==> config.mk <==
export PLATFORM = sky130hd
export DESIGN_NAME = stk_seq
export DESIGN_NICKNAME = d
export VERILOG_FILES = /design/src/rtl/stk_pkg.sv /design/src/rtl/stk_ctrl.sv /design/src/rtl/stk_dp.sv /design/src/rtl/stk_seq.sv
export SDC_FILE = /design/constraint.sdc
export NUM_CORES = 1
export LEC_CHECK = 0
export ABC_CLOCK_PERIOD_IN_PS = 12230
export BUFFER_PORTS_ARGS = -buffer_cell sky130_fd_sc_hd__buf_2
export CAP_MARGIN = 15
export CORE_MARGIN = 10
export CORE_UTILIZATION = 57
export CTS_CLUSTER_DIAMETER = 50
export DETAILED_ROUTE_END_ITERATION = 16
export GPL_TIMING_DRIVEN = 1
export PLACE_DENSITY_LB_ADDON = 0.12
export SETUP_SLACK_MARGIN = 0.02
export SLEW_MARGIN = 20
export SYNTH_ARGS = -nofsm -noshare
export SYNTH_HDL_FRONTEND = slang
export SYNTH_HIERARCHICAL = 1
export SYNTH_SLANG_ARGS = --single-unit
==> constraint.sdc <==
create_clock -name clk -period 12.23 [get_ports clk]
set_clock_uncertainty 0.1 [all_clocks]
set_input_delay 1.223 -clock clk [delete_from_list [all_inputs] [get_ports clk]]
set_output_delay 1.223 -clock clk [all_outputs]
set_load 0.02 [all_outputs]
==> src/rtl/stk_pkg.sv <==
package stk_pkg;
    localparam int ADDR_W = 16;
    localparam int BYTE_W = 8;
    localparam int FLAG_W = 4;
    localparam int CNT_W  = 3;

    typedef enum logic [3:0] {
        CMD_PUSH    = 4'd0,
        CMD_POP     = 4'd1,
        CMD_PUSH_AF = 4'd2,
        CMD_POP_AF  = 4'd3,
        CMD_CALL    = 4'd4,
        CMD_CALL_IF = 4'd5,
        CMD_RET     = 4'd6,
        CMD_RET_IF  = 4'd7,
        CMD_SAVE_SP = 4'd8
    } cmd_e;

    typedef enum logic [2:0] {
        ACT_IDLE, ACT_DEC, ACT_WR_HI, ACT_WR_LO,
        ACT_RD_LO, ACT_RD_HI, ACT_ABS_LO, ACT_ABS_HI
    } act_e;

    function automatic logic is_call(cmd_e c);
        return (c == CMD_CALL) || (c == CMD_CALL_IF);
    endfunction

    function automatic logic is_ret(cmd_e c);
        return (c == CMD_RET) || (c == CMD_RET_IF);
    endfunction

    function automatic logic [CNT_W-1:0] op_len(cmd_e c, logic taken);
        case (c)
            CMD_PUSH, CMD_PUSH_AF: return 3'd4;
            CMD_POP, CMD_POP_AF:   return 3'd3;
            CMD_CALL:              return 3'd6;
            CMD_CALL_IF:           return taken ? 3'd6 : 3'd3;
            CMD_RET:               return 3'd4;
            CMD_RET_IF:            return taken ? 3'd5 : 3'd2;
            CMD_SAVE_SP:           return 3'd5;
            default:               return 3'd1;
        endcase
    endfunction

    // Per-cycle action of a command, given its step index
    function automatic act_e op_act(cmd_e c, logic taken, logic [CNT_W-1:0] idx);
        logic [CNT_W-1:0] off;
        logic [CNT_W-1:0] k;
        act_e a;
        a = ACT_IDLE;
        case (c)
            CMD_PUSH, CMD_PUSH_AF, CMD_CALL, CMD_CALL_IF: begin
                off = is_call(c) ? 3'd2 : 3'd0;
                k   = idx - off;
                if (taken && idx >= off) begin
                    case (k)
                        3'd0:    a = ACT_DEC;
                        3'd1:    a = ACT_WR_HI;
                        3'd2:    a = ACT_WR_LO;
                        default: a = ACT_IDLE;
                    endcase
                end
            end
            CMD_POP, CMD_POP_AF, CMD_RET, CMD_RET_IF: begin
                off = (c == CMD_RET_IF) ? 3'd1 : 3'd0;
                k   = idx - off;
                if (taken && idx >= off) begin
                    case (k)
                        3'd0:    a = ACT_RD_LO;
                        3'd1:    a = ACT_RD_HI;
                        default: a = ACT_IDLE;
                    endcase
                end
            end
            CMD_SAVE_SP: begin
                if (idx == 3'd2)      a = ACT_ABS_LO;
                else if (idx == 3'd3) a = ACT_ABS_HI;
            end
            default: a = ACT_IDLE;
        endcase
        return a;
    endfunction
endpackage

==> src/rtl/stk_ctrl.sv <==
module stk_ctrl
    import stk_pkg::*;
(
    input  logic             clk,
    input  logic             rst,
    input  logic             start,
    input  logic [3:0]       cmd,
    input  logic             cond_ok,
    output logic             busy,
    output logic             done,
    output logic             accept,
    output logic             last,
    output cmd_e             cmd_q,
    output logic             taken_q,
    output act_e             act,
    output logic [CNT_W-1:0] mcycles
);
    logic [CNT_W-1:0] step;
    logic [CNT_W-1:0] len_q;
    cmd_e             cmd_in;
    logic             taken_in;

    assign cmd_in   = cmd_e'(cmd);
    assign taken_in = (cmd_in == CMD_CALL_IF || cmd_in == CMD_RET_IF) ? cond_ok : 1'b1;
    assign accept   = start && !busy;
    assign last     = busy && (step == len_q - 1'b1);
    assign act      = busy ? op_act(cmd_q, taken_q, step) : ACT_IDLE;

    always_ff @(posedge clk) begin
        if (rst) begin
            busy    <= 1'b0;
            done    <= 1'b0;
            step    <= '0;
            len_q   <= '0;
            cmd_q   <= CMD_PUSH;
            taken_q <= 1'b0;
            mcycles <= '0;
        end else begin
            done <= 1'b0;
            if (accept) begin
                busy    <= 1'b1;
                step    <= '0;
                cmd_q   <= cmd_in;
                taken_q <= taken_in;
                len_q   <= op_len(cmd_in, taken_in);
            end else if (busy) begin
                if (last) begin
                    busy    <= 1'b0;
                    done    <= 1'b1;
                    mcycles <= len_q;
                end else begin
                    step <= step + 1'b1;
                end
            end
        end
    end

    p_done_pulse_r9: assert property (@(posedge clk) disable iff (rst)
        done |=> !done);
    p_accept_r9: assert property (@(posedge clk) disable iff (rst)
        (start && !busy) |=> busy);
    p_busy_hold_r10: assert property (@(posedge clk) disable iff (rst)
        (busy && !last) |=> (busy && $stable(cmd_q) && $stable(taken_q)));
endmodule

==> src/rtl/stk_dp.sv <==
module stk_dp
    import stk_pkg::*;
#(
    parameter logic [ADDR_W-1:0] SP_INIT = 16'hFFFE
) (
    input  logic              clk,
    input  logic              rst,
    input  logic              accept,
    input  logic              busy,
    input  logic              last,
    input  act_e              act,
    input  cmd_e              cmd_q,
    input  logic              taken_q,
    input  logic [3:0]        cmd,
    input  logic [ADDR_W-1:0] pair_in,
    input  logic [FLAG_W-1:0] flags_in,
    input  logic [ADDR_W-1:0] ret_addr,
    input  logic [ADDR_W-1:0] target,
    input  logic              sp_wr,
    input  logic [ADDR_W-1:0] sp_wval,
    input  logic [BYTE_W-1:0] mem_rdata,
    output logic [ADDR_W-1:0] mem_addr,
    output logic [BYTE_W-1:0] mem_wdata,
    output logic              mem_rd,
    output logic              mem_wr,
    output logic [ADDR_W-1:0] sp,
    output logic [ADDR_W-1:0] pop_data,
    output logic [ADDR_W-1:0] pc_out,
    output logic              pc_load
);
    localparam int HALF = ADDR_W / 2;

    logic [ADDR_W-1:0] wword;
    logic [ADDR_W-1:0] tgt;
    logic [HALF-1:0]   lo_q, hi_q;
    cmd_e              cmd_in;

    assign cmd_in   = cmd_e'(cmd);
    assign pop_data = {hi_q, lo_q};

    always_comb begin
        mem_addr  = sp;
        mem_wdata = '0;
        mem_rd    = 1'b0;
        mem_wr    = 1'b0;
        case (act)
            ACT_WR_HI:  begin mem_wr = 1'b1; mem_wdata = wword[ADDR_W-1:HALF]; end
            ACT_WR_LO:  begin mem_wr = 1'b1; mem_wdata = wword[HALF-1:0]; end
            ACT_RD_LO,
            ACT_RD_HI:  mem_rd = 1'b1;
            ACT_ABS_LO: begin mem_wr = 1'b1; mem_addr = tgt; mem_wdata = sp[HALF-1:0]; end
            ACT_ABS_HI: begin mem_wr = 1'b1; mem_addr = tgt + 1'b1; mem_wdata = sp[ADDR_W-1:HALF]; end
            default:    ;
        endcase
    end

    always_ff @(posedge clk) begin
        if (rst) begin
            sp      <= SP_INIT;
            wword   <= '0;
            tgt     <= '0;
            lo_q    <= '0;
            hi_q    <= '0;
            pc_out  <= '0;
            pc_load <= 1'b0;
        end else begin
            pc_load <= 1'b0;
            if (accept) begin
                tgt <= target;
                if (cmd_in == CMD_PUSH_AF)
                    wword <= {pair_in[ADDR_W-1:HALF], flags_in, {(HALF-FLAG_W){1'b0}}};
                else if (is_call(cmd_in))
                    wword <= ret_addr;
                else
                    wword <= pair_in;
            end else if (!busy && sp_wr) begin
                sp <= sp_wval;
            end
            case (act)
                ACT_DEC, ACT_WR_HI: sp <= sp - 1'b1;
                ACT_RD_LO: begin
                    lo_q <= (cmd_q == CMD_POP_AF)
                            ? {mem_rdata[HALF-1:FLAG_W], {FLAG_W{1'b0}}} : mem_rdata;
                    sp   <= sp + 1'b1;
                end
                ACT_RD_HI: begin
                    hi_q <= mem_rdata;
                    sp   <= sp + 1'b1;
                end
                default: ;
            endcase
            if (last && taken_q) begin
                if (is_call(cmd_q)) begin
                    pc_out  <= tgt;
                    pc_load <= 1'b1;
                end else if (is_ret(cmd_q)) begin
                    pc_out  <= {hi_q, lo_q};
                    pc_load <= 1'b1;
                end
            end
        end
    end

    p_pop_up_r2: assert property (@(posedge clk) disable iff (rst)
        mem_rd |=> (sp == $past(sp) + 16'd1));
    p_push_down_r8: assert property (@(posedge clk) disable iff (rst)
        (mem_wr && act == ACT_WR_HI) |=> (sp == $past(sp) - 16'd1));
    p_af_mask_r4: assert property (@(posedge clk) disable iff (rst)
        (act == ACT_RD_LO && cmd_q == CMD_POP_AF) |=> (pop_data[3:0] == 4'h0));
    p_idle_sp_r12: assert property (@(posedge clk) disable iff (rst)
        (!busy && !sp_wr) |=> $stable(sp));
    p_store_sp_r7: assert property (@(posedge clk) disable iff (rst)
        (act == ACT_ABS_LO) |=> $stable(sp));
endmodule

==> src/rtl/stk_seq.sv <==
module stk_seq
    import stk_pkg::*;
#(
    parameter logic [15:0] SP_INIT = 16'hFFFE
) (
    input  logic        clk,
    input  logic        rst,
    input  logic        start,
    input  logic [3:0]  cmd,
    input  logic        cond_ok,
    input  logic [15:0] pair_in,
    input  logic [3:0]  flags_in,
    input  logic [15:0] ret_addr,
    input  logic [15:0] target,
    input  logic        sp_wr,
    input  logic [15:0] sp_wval,
    input  logic [7:0]  mem_rdata,
    output logic [15:0] mem_addr,
    output logic [7:0]  mem_wdata,
    output logic        mem_rd,
    output logic        mem_wr,
    output logic        busy,
    output logic        done,
    output logic [2:0]  mcycles,
    output logic [15:0] sp,
    output logic [15:0] pop_data,
    output logic [15:0] pc_out,
    output logic        pc_load
);
    logic accept, last, taken_q;
    cmd_e cmd_q;
    act_e act;

    stk_ctrl u_ctrl (
        .clk(clk), .rst(rst), .start(start), .cmd(cmd), .cond_ok(cond_ok),
        .busy(busy), .done(done), .accept(accept), .last(last),
        .cmd_q(cmd_q), .taken_q(taken_q), .act(act), .mcycles(mcycles)
    );

    stk_dp #(.SP_INIT(SP_INIT)) u_dp (
        .clk(clk), .rst(rst), .accept(accept), .busy(busy), .last(last),
        .act(act), .cmd_q(cmd_q), .taken_q(taken_q), .cmd(cmd),
        .pair_in(pair_in), .flags_in(flags_in), .ret_addr(ret_addr),
        .target(target), .sp_wr(sp_wr), .sp_wval(sp_wval),
        .mem_rdata(mem_rdata), .mem_addr(mem_addr), .mem_wdata(mem_wdata),
        .mem_rd(mem_rd), .mem_wr(mem_wr), .sp(sp), .pop_data(pop_data),
        .pc_out(pc_out), .pc_load(pc_load)
    );
endmodule

==> results_dict.tcl <==
set metrics [dict create \
    post-synth-top-count-cell "nor2_1" \
    critPathRequiredTime_ns 10.91 \
    synth_ff_type "dfxtp_1" \
    post_cts_buffers 0 \
    wl_um 18200 \
    synth_nets 792 \
    post-route-period-util 0.467 \
    first_iter_violations 563 \
    dieArea_um2 14600 \
    vdd_drop_max_uv 58.7 \
    status "finished clean" \
    power_density_nw_per_um2 112 \
    final_nets 924 \
    setup_viol 0 \
    maxCapViolations 0 \
    clock_sinks 97 \
    path_delay_family "simple AND/OR/NAND/NOR gates" \
    syn_inst 683 \
    ys_seq_elements 97 \
    die_y_um 121 \
    ant_nets 0 \
    worst_pin_slew_ns 1.12 \
    hold_viol 0 \
    core-area_um2 9860 \
    cp.arrival_ns 4.39 \
    htreeDepth 3 \
    critPathLaunchType "flip-flop" \
    swShare 0.321 \
    post-dp-hpwl_um 13900 \
    cts_tree "built" \
    seqPwrFrac 0.470 \
    yosys.area.top_type "dfxtp_1" \
    synth_seq_area_share 0.334 \
    antenna_found_initial 1 \
    slew_headroom 0.251 \
    critPathMaxStageDelay_ns 0.60 \
    internal_power_uw 523 \
    drc 0 \
    cts-root-buf "clkbuf_8" \
    crit_fanout 25 \
    rsz0062_at_grt "no" \
    leakage_uw 0.00284 \
    cts.reportedPaths.clkPinSlew_ns 0.09 \
    final_layout_size_suffix_gt1_frac 0.254 \
    die_w_um 121 \
    clockPowerShare 0.294 \
    yosys-top-cells-area "dfxtp_1, mux2i_1, nor2_1, a211oi_1, ha_1" \
    worst-path-buf-inv 1 \
    synth-async-reset-ratio 0 \
    crit_chain "and4b_2 -> ha_1 -> ha_1 -> xor2_1 -> or4_1 -> or2_1 -> a31oi_4 -> and3_1 -> or3b_1 -> nor3_2 -> xnor2_1 -> a21oi_1 -> buf_2" \
    grt_overflow 0 \
    period_needed_ns 5.71 \
    avgViaCountPerCell 5.88 \
    drv_slew 0 \
    criticalPathCategory "flip-flop to output port" \
    place.gp.congestion 0.937 \
    row_count 36 \
    routed-via-count 5600 \
    drt_pass1_iterations 5 \
    endpoint_kind "output port" \
    clk_latency_ns 0.36 \
    io_buffers 164 \
    synth_common_cells "nor2_1, dfxtp_1, mux2i_1" \
    ctsHoldBuffers 0 \
    synth_top_area_share 0.334 \
    grt_pass1_vias 5757 \
    synth_cell_type_count 67 \
    syn-mean-instance-area_um2 8.52 \
    grt_first_pass_wirelength_um 29400 \
    wl_per_cell_um 19.2 \
    slowest_stage "a31oi_4" \
    synth-edff-count 0 \
    fmax_mhz 175 \
    start_util 0.590 \
    synth_warnings 6 \
    min_path_type "flip-flop to flip-flop" \
    synthesis.area_um2 5820 \
    switchingPower_uw 247 \
    combinationalPowerShare 0.236 \
    post_cts_resized 0 \
    grt.total_usage 0.244 \
    grt_max_degree 89 \
    cts_buffers 9 \
    area_delta_synth_final_pct 18.0 \
    cp_common_cell "ha_1" \
    cts_max_path_buffers 2 \
    fin_setup_tns_ns 0 \
    p_total_uw 770 \
    io_pins 165 \
]
cell usage in the layout, fill, tap and decap left out, types with 3 or more instances in the layout:
cell	n
a21oi_1	52
a22oi_1	4
nand2_1	53
or3_1	9
nor4b_1	4
buf_4	4
o21a_1	4
and3_1	5
mux2i_1	63
o211ai_1	9
nand3_1	16
nor3_1	5
buf_2	164
xnor2_1	15
a21o_1	5
ha_1	23
o21ai_0	10
a211oi_1	40
nor2b_1	6
mux4_2	8
nand2b_1	3
and2_1	11
clkbuf_8	9
nor2_1	97
xor2_1	16
nand4_1	9
dfxtp_1	97
o31ai_1	4
inv_1	17
stage by stage:
step | hold slack [ns] | util | instance area [um^2] | setup slack, ns | instances
final | 0.389 | 0.696 | 6860 | 6.52 | 952
after global routing | 0.415 | 0.696 | 6860 | 6.30 | 952
after CTS | 0.385 | 0.694 | 6850 | 6.22 | 951
after detailed placement | 0.369 | 0.674 | 6640 | 6.67 | 937
after global placement | 0.359 | 0.674 | 6640 | 6.78 | 937
after floorplan | 0.344 | - | 5820 | 7.30 | 683
worst min-delay path, delay by kind of cell, from the launching register on:
kind	cells	cell delay, ns
and+or+nand+nor	1	0.08
AOI/OAI and AO/OA	1	0.05
DFF	1	0.32
routing by layer:
layer  up-vias  track usage  routed length, um
met2       265        0.399               8290
met3        31       0.0693               1790
li1       2709            -                  -
met5         -            0                  0
met1      2595        0.301               7730
met4         0       0.0837                419
flip-flops by register name, summed over array words and instances, names as in the netlist, 3 cells and up:
name and cells:
u_dp/hi_q 8, u_dp/wword 16, u_ctrl/step 3, u_dp/sp 16, u_ctrl/cmd_q 4, u_ctrl/len_q 3
u_ctrl/mcycles 3, u_dp/lo_q 8, u_dp/pc_out 16, u_dp/tgt 16
kinds of logic (layout without fill, tap and decap cells):
| kind of cell | count (synthesis) | count (layout) | synth area share |
|---|---|---|---|
| flops | 97 | 97 | 0.334 |
| fa+ha+maj | 24 | 24 | 0.0529 |
| buf+inv | 66 | 201 | 0.0488 |
| other cells | 0 | 1 | 0 |
| xor+xnor | 32 | 32 | 0.0505 |
| compound gates | 148 | 148 | 0.169 |
| simple gates | 243 | 243 | 0.201 |
| mux | 73 | 73 | 0.143 |
power groups by stage:
stage                     Combinational [uW]  Clock (uW)  Sequential, uW
final                                    182         227             362
after global routing                     200         242             364
after CTS                                180         229             361
after detailed placement                 179           0             368
after global placement                   176           0             368
after floorplan                          121           0             363
final timing paths:
| check | cells after the start | slack [ns] | from | endpoint |
|---|---|---|---|---|
| worst max-delay path | 13 | 6.52 | u_ctrl/cmd_q[3] | mem_addr[15] |
| worst min-delay path | 2 | 0.39 | u_dp/wword[11] | u_dp/wword[11] |
| worst max register to register | 14 | 6.99 | u_ctrl/cmd_q[3] | u_dp/sp[14] |
| worst min register to register | 2 | 0.39 | u_dp/wword[11] | u_dp/wword[11] |
final cells by class:
class	count	area (um^2)
Antenna cell	1	2.50
Clock buffer	9	124
Clock inverter	5	81.3
Fill cell	800	3000
Inverter	19	71.3
Multi-Input combinational cell	520	3630
Sequential cell	97	1940
Tap cell	133	166
Timing Repair Buffer	168	851
Power figures use the tool's default switching activity.
